$ cat config.mk
export PLATFORM = sky130hd
export DESIGN_NAME = fa_pwr_seq
export DESIGN_NICKNAME = d
export VERILOG_FILES = /design/src/rtl/fa_pwr_pkg.sv /design/src/rtl/fa_pin_classify.sv /design/src/rtl/fa_interval_timer.sv /design/src/rtl/fa_pwr_seq.sv
export SDC_FILE = /design/constraint.sdc
export NUM_CORES = 1
export LEC_CHECK = 0
export ABC_CLOCK_PERIOD_IN_PS = 2200
export BUFFER_PORTS_ARGS = -buffer_cell sky130_fd_sc_hd__buf_4
export CORE_UTILIZATION = 60
export CTS_CLUSTER_DIAMETER = 40
export DETAILED_ROUTE_END_ITERATION = 6
export PLACE_DENSITY = 0.83
export SYNTH_ARGS = -nofsm -noshare
export SYNTH_HDL_FRONTEND = slang
export SYNTH_HIERARCHICAL = 1
export SYNTH_SLANG_ARGS = --single-unit
$ cat constraint.sdc
create_clock -name clk -period 2.2 [get_ports clk]
set_input_delay 0.22 -clock clk [delete_from_list [all_inputs] [get_ports clk]]
set_output_delay 0.22 -clock clk [all_outputs]
set_load 0.005 [all_outputs]
$ cat src/rtl/fa_pwr_pkg.sv
package fa_pwr_pkg;
  typedef enum logic [1:0] {
    PM_LOW   = 2'd0,
    PM_HIGH  = 2'd1,
    PM_CLOCK = 2'd2
  } pin_mode_e;
endpackage

$ cat src/rtl/fa_pin_classify.sv
module fa_pin_classify
  import fa_pwr_pkg::*;
#(
  parameter int unsigned DET_WIN = 8
) (
  input  logic      clk,
  input  logic      rst_n,
  input  logic      pin,
  output pin_mode_e mode
);
  localparam int unsigned WW = $clog2(DET_WIN + 1);
  localparam logic [WW-1:0] WIN_LAST = WW'(DET_WIN - 1);

  logic [1:0]    sync_q;
  logic          lvl_q;
  logic          seen_q;
  logic [WW-1:0] win_q;
  logic          toggle;

  assign toggle = sync_q[1] ^ lvl_q;

  always_ff @(posedge clk or negedge rst_n) begin
    if (!rst_n) begin
      sync_q <= 2'b11;
      lvl_q  <= 1'b1;
      seen_q <= 1'b0;
      win_q  <= '0;
      mode   <= PM_HIGH;
    end else begin
      sync_q <= {sync_q[0], pin};
      lvl_q  <= sync_q[1];
      if (win_q == WIN_LAST) begin
        win_q  <= '0;
        seen_q <= 1'b0;
        if (seen_q || toggle) mode <= PM_CLOCK;
        else if (sync_q[1])   mode <= PM_HIGH;
        else                  mode <= PM_LOW;
      end else begin
        win_q  <= win_q + 1'b1;
        seen_q <= seen_q | toggle;
      end
    end
  end

  // classification only changes at the end of a detection window
  a_r7_mode_at_window_end: assert property (@(posedge clk) disable iff (!rst_n)
    !$stable(mode) |-> $past(win_q) == WIN_LAST);
endmodule

$ cat src/rtl/fa_interval_timer.sv
module fa_interval_timer #(
  parameter int unsigned TICK_DIV = 2048,
  parameter int unsigned TICKS    = 2
) (
  input  logic clk,
  input  logic rst_n,
  input  logic restart,
  output logic done
);
  localparam int unsigned PW = $clog2(TICK_DIV + 1);
  localparam int unsigned CW = $clog2(TICKS + 1);
  localparam logic [PW-1:0] PRE_LAST = PW'(TICK_DIV - 1);
  localparam logic [CW-1:0] CNT_LAST = CW'(TICKS - 1);

  logic [PW-1:0] pre_q;
  logic [CW-1:0] cnt_q;

  always_ff @(posedge clk or negedge rst_n) begin
    if (!rst_n) begin
      pre_q <= '0;
      cnt_q <= '0;
      done  <= 1'b1;
    end else if (restart) begin
      pre_q <= '0;
      cnt_q <= '0;
      done  <= 1'b0;
    end else if (!done) begin
      if (pre_q == PRE_LAST) begin
        pre_q <= '0;
        if (cnt_q == CNT_LAST) done  <= 1'b1;
        else                   cnt_q <= cnt_q + 1'b1;
      end else begin
        pre_q <= pre_q + 1'b1;
      end
    end
  end

  // an expired interval stays expired until restarted
  a_r8_done_holds: assert property (@(posedge clk) disable iff (!rst_n)
    done && !restart |=> done);
  // a restart always opens a fresh interval
  a_r3_restart_clears: assert property (@(posedge clk) disable iff (!rst_n)
    restart |=> !done);
endmodule

$ cat src/rtl/fa_pwr_seq.sv
module fa_pwr_seq
  import fa_pwr_pkg::*;
#(
  parameter int unsigned DET_WIN    = 8,
  parameter int unsigned TICK_DIV   = 2048,
  parameter int unsigned IDLE_TICKS = 2,
  parameter int unsigned MUTE_TICKS = 10
) (
  input  logic clk,
  input  logic rst_n,
  input  logic mclk_pdn_pin,
  input  logic fs_tx,
  input  logic fs_rx,
  output logic pwr_down,
  output logic dx_oe,
  output logic ana_oe,
  output logic rx_mute,
  output logic rx_clk_from_tx
);
  pin_mode_e  mode;
  logic       fs_tx_q, fs_rx_q;
  logic       tx_rise, any_rise, wake;
  logic       idle_done, mute_done;
  logic [1:0] tx_cnt_q;

  fa_pin_classify #(.DET_WIN(DET_WIN)) u_cls (
    .clk(clk), .rst_n(rst_n), .pin(mclk_pdn_pin), .mode(mode));

  fa_interval_timer #(.TICK_DIV(TICK_DIV), .TICKS(IDLE_TICKS)) u_idle (
    .clk(clk), .rst_n(rst_n), .restart(any_rise), .done(idle_done));

  fa_interval_timer #(.TICK_DIV(TICK_DIV), .TICKS(MUTE_TICKS)) u_mute (
    .clk(clk), .rst_n(rst_n), .restart(wake), .done(mute_done));

  assign tx_rise  = fs_tx & ~fs_tx_q;
  assign any_rise = tx_rise | (fs_rx & ~fs_rx_q);
  assign wake     = pwr_down & any_rise & (mode != PM_HIGH);

  always_ff @(posedge clk or negedge rst_n) begin
    if (!rst_n) begin
      fs_tx_q  <= 1'b0;
      fs_rx_q  <= 1'b0;
      pwr_down <= 1'b1;
      tx_cnt_q <= 2'd0;
    end else begin
      fs_tx_q <= fs_tx;
      fs_rx_q <= fs_rx;
      if (mode == PM_HIGH) begin
        pwr_down <= 1'b1;
        tx_cnt_q <= 2'd0;
      end else if (any_rise) begin
        pwr_down <= 1'b0;
        if (pwr_down)                      tx_cnt_q <= {1'b0, tx_rise};
        else if (tx_rise && tx_cnt_q != 2) tx_cnt_q <= tx_cnt_q + 1'b1;
      end else if (idle_done) begin
        pwr_down <= 1'b1;
        tx_cnt_q <= 2'd0;
      end
    end
  end

  assign dx_oe          = ~pwr_down & (tx_cnt_q == 2'd2);
  assign ana_oe         = ~pwr_down;
  assign rx_mute        = pwr_down | ~mute_done;
  assign rx_clk_from_tx = (mode != PM_CLOCK);

  // a static-high pin forces power-down on the next edge
  a_r6_high_forces_down: assert property (@(posedge clk) disable iff (!rst_n)
    mode == PM_HIGH |=> pwr_down);
  // waking needs a sampled sync edge
  a_r4_wake_on_sync: assert property (@(posedge clk) disable iff (!rst_n)
    $fell(pwr_down) |-> $past(fs_tx & ~fs_tx_q) || $past(fs_rx & ~fs_rx_q));
  // sleep only on idle expiry or forced high
  a_r3_sleep_cause: assert property (@(posedge clk) disable iff (!rst_n)
    $rose(pwr_down) |-> $past(idle_done) || $past(mode == PM_HIGH));
  // data enable opens only on a transmit sync edge
  a_r5_dx_after_tx: assert property (@(posedge clk) disable iff (!rst_n)
    $rose(dx_oe) |-> $past(fs_tx & ~fs_tx_q));
endmodule

==> reports/metrics.yaml <==
cts:
  cts.sinks: 47
  htreeDepth: 2
  cts_setup_buffers: 0
  cts_resized: 0
  numCtsBuffers: 5
  cts_root_buf: "clkbuf_8"
  clock_path_buffers: 2
  clk_pin_slew_ns: 0.09
  clk_latency_ns: 0.30
  hold_buffers: 1
  cts_tree: "done"
yosys:
  synthArstFlopShare_pct: 100
  synthCells: 230
  synth_warnings: 6
  yosys_register_bits: 47
  ys_types: 49
  avgSynthCellArea_um2: 10.3
  synth-edff-count: 0
  syn-num-nets: 242
  ys_seq_area_share_pct: 49.9
  synth_flop_cell: "dfrtp_1"
  syn-cell-area_um2: 2380
global_routing:
  use_met1_pct: 28.3
  antenna_found_initial: 0
  overflow: 0
  grt.busiest_layer: "met2"
  first_global_vias: 1732
  grt.total_usage_pct: 23.3
  grt_pass1_wl_um: 7480
  grt_max_degree: 48
  met3_usage_pct: 4.58
  use_met2_pct: 39.5
hold_path:
  holdCritPathClass: "input pin to flip-flop"
  hold_path.startpoint: "mclk_pdn_pin"
timing:
  worst_pin_slew_ns: 0.627
  final-hold-violation-count: 0
  relSlewSlack_pct: 57.7
  setup_tns_ns: 0
  setup_violations: 0
  fmax_ghz: 0.498
  finalCriticalPeriod_ns: 2.01
  report.final.slew_viol_count: 0
  rsz0062_at_grt: "false"
  fin_worst_skew_ns: 0.00955
  fin_crit_sh_pct: 91.3
  layout_setup_ws_ns: 0.191
placed_design:
  placed_cells: 285
  portBuffers: 9
  place_ws_ns: 0.237
  gp_congestion: 0.814
  place_hpwl_um: 2960
finish:
  ff_latch_area_um2: 1180
  n_antenna_cell: 0
  nets: 257
  final_cells: 294
  final_layout_size_suffix_gt1_share_pct: 17.1
  final_common_cell: "dfrtp_1"
  multi_input_area_um2: 1130
  mostFrequentLayoutCells: "40 x dfrtp_1, 31 x nor2_1, 16 x xnor2_1, 15 x nand2_1, 14 x a21oi_1"
  fill_cells: 273
  synthToLayoutAreaGrowth_pct: 11.5
routing:
  drt-initial-drc-count: 125
  wl_per_cell_um: 15.0
  vias_per_cell: 5.89
  firstDrtPassIters: 4
  drc_errors: 0
  ant_nets: 0
  wl_um: 4420
  num_vias: 1731
critical_path:
  worstSetupStartpointType: "flip-flop"
  cpMostUsedCell: "or4_1"
  critical_path.max_fanout: 9
  cp.required_ns: 2.44
  slowest_delay_ns: 0.69
  r2r_start: "u_mute/pre_q[3]"
  crit_type: "flip-flop to flip-flop"
  critPathArrivalTime_ns: 2.25
  worstSetupStartpoint: "u_mute/pre_q[3]"
  endpoint_kind: "flip-flop"
  worstPathCellList: "nand4_4 -> or4_1 -> or4_1 -> a21oi_1"
  slowest_stage: "or4_1"
status:
  outcome: "finished, final reports clean"
floorplan:
  die_area_um2: 4220
  core_area_um2: 3720
  pin_count: 10
  die_h_um: 64.9
  row_count: 22
  fp.dieW_um: 64.9
  initial_core_util_pct: 63.9
power:
  ir_worst_vdd_mv: 0.575
  power_mw: 2.31
  p_leak_nw: 1.09
  power_density_nw_per_um2: 871
run:
  maxCapViolations: 0
-- worst paths after layout --
path | end | slack [ns] | cells after the start
min | u_cls/sync_q[0] | 0.02 | 1
min in group asynchronous | u_mute/cnt_q[1] | 0.44 | 2
max in group asynchronous | u_cls/sync_q[0] | 1.36 | 2
min reg2reg | u_cls/sync_q[1] | 0.36 | 0
max reg2reg | u_mute/cnt_q[0] | 0.19 | 4
max | u_mute/cnt_q[0] | 0.19 | 4
-- Yosys cell counts (all sizes together), types with 2 or more instances --
| cell type | number | area share, % |
|---|---|---|
| a21oi | 14 | 2.9 |
| a31oi | 2 | 0.53 |
| and3 | 2 | 0.58 |
| and3b | 2 | 0.90 |
| clkbuf | 3 | 0.53 |
| dfrtp | 40 | 42 |
| dfstp | 7 | 7.7 |
| ha | 7 | 3.7 |
| inv | 11 | 1.7 |
| mux2 | 3 | 1.7 |
| nand2 | 15 | 2.4 |
| nand2b | 5 | 1.6 |
| nand3 | 13 | 3.5 |
| nand4 | 3 | 1.7 |
| nand4b | 2 | 0.74 |
| nor2 | 31 | 4.9 |
| nor2b | 7 | 2.2 |
| nor3 | 5 | 1.1 |
| nor4 | 10 | 3.2 |
| o21ai | 3 | 0.63 |
| o21bai | 2 | 0.63 |
| o31ai | 3 | 0.95 |
| or3 | 3 | 0.79 |
| or4 | 5 | 1.6 |
| xnor2 | 16 | 5.9 |
| xor2 | 4 | 1.5 |
-- stage by stage --
stage          hold WS (ns)  area, µm²  util [%]
5_1_grt             0.00943       2650      71.3
4_1_cts              0.0143       2650      71.3
2_1_floorplan       -0.0756       2380         -
3_5_place_dp          0.256       2500      67.3
6_report             0.0196       2650      71.3
3_3_place_gp          0.255       2500      67.3
-- kinds of logic (layout without fill, tap and decap cells) --
family                     count (synthesis)  count (layout)  synth area share [%]
buffers and inverters                     15              31                  2.42
xor gates and xnor gates                  20              20                  7.37
AOI/OAI and AO/OA                         28              28                  7.42
DFF                                       47              47                  49.9
and+or+nand+nor                          109             109                  27.1
adders and majority gates                  7               7                  3.69
muxes                                      4               4                  2.16
-- report_power, final --
part | total [mW] | leakage, nW | switching, mW | internal [mW]
logic | 0.407 | 0.441 | 0.214 | 0.193
registers | 1.15 | 0.589 | 0.161 | 0.992
clock network | 0.748 | 0.0644 | 0.295 | 0.453
total | 2.31 | 1.09 | 0.671 | 1.64
-- layout make-up --
cell class,count,area share (%)
multi-input combinational,168,42.8
sequential,47,44.7
clock inverter,3,2.55
clock buffer,5,2.60
inverter,11,1.56
timing repair buffer,12,3.50
tap,48,2.27
-- critical path: cells and delay by family (launching register included) --
kind	cells	cell delay, ns
AOI/OAI and AO/OA	1	0.15
DFF	1	0.47
and+or+nand+nor	3	1.32
-- flip-flops by register name, indices dropped and copies added (netlist names) --
signal and cells:
fs_tx_q 1, u_idle/pre_q 12, u_idle/cnt_q 2, u_cls/sync_q 2
u_idle/done 1, tx_cnt_q 2, u_cls/mode 2, u_cls/win_q 4
u_mute/done 1, u_mute/cnt_q 4, u_cls/lvl_q 1, u_mute/pre_q 12
u_cls/seen_q 1, fs_rx_q 1, pwr_down 1
-- routing by layer --
metal | wire [µm] | part of all wire, %
met1 | 1990 | 45
met2 | 2200 | 50
met3 | 166 | 3.8
met4 | 67 | 1.5
met5 | 0 | 0
No activity file was read; power rests on OpenSTA's default activity.
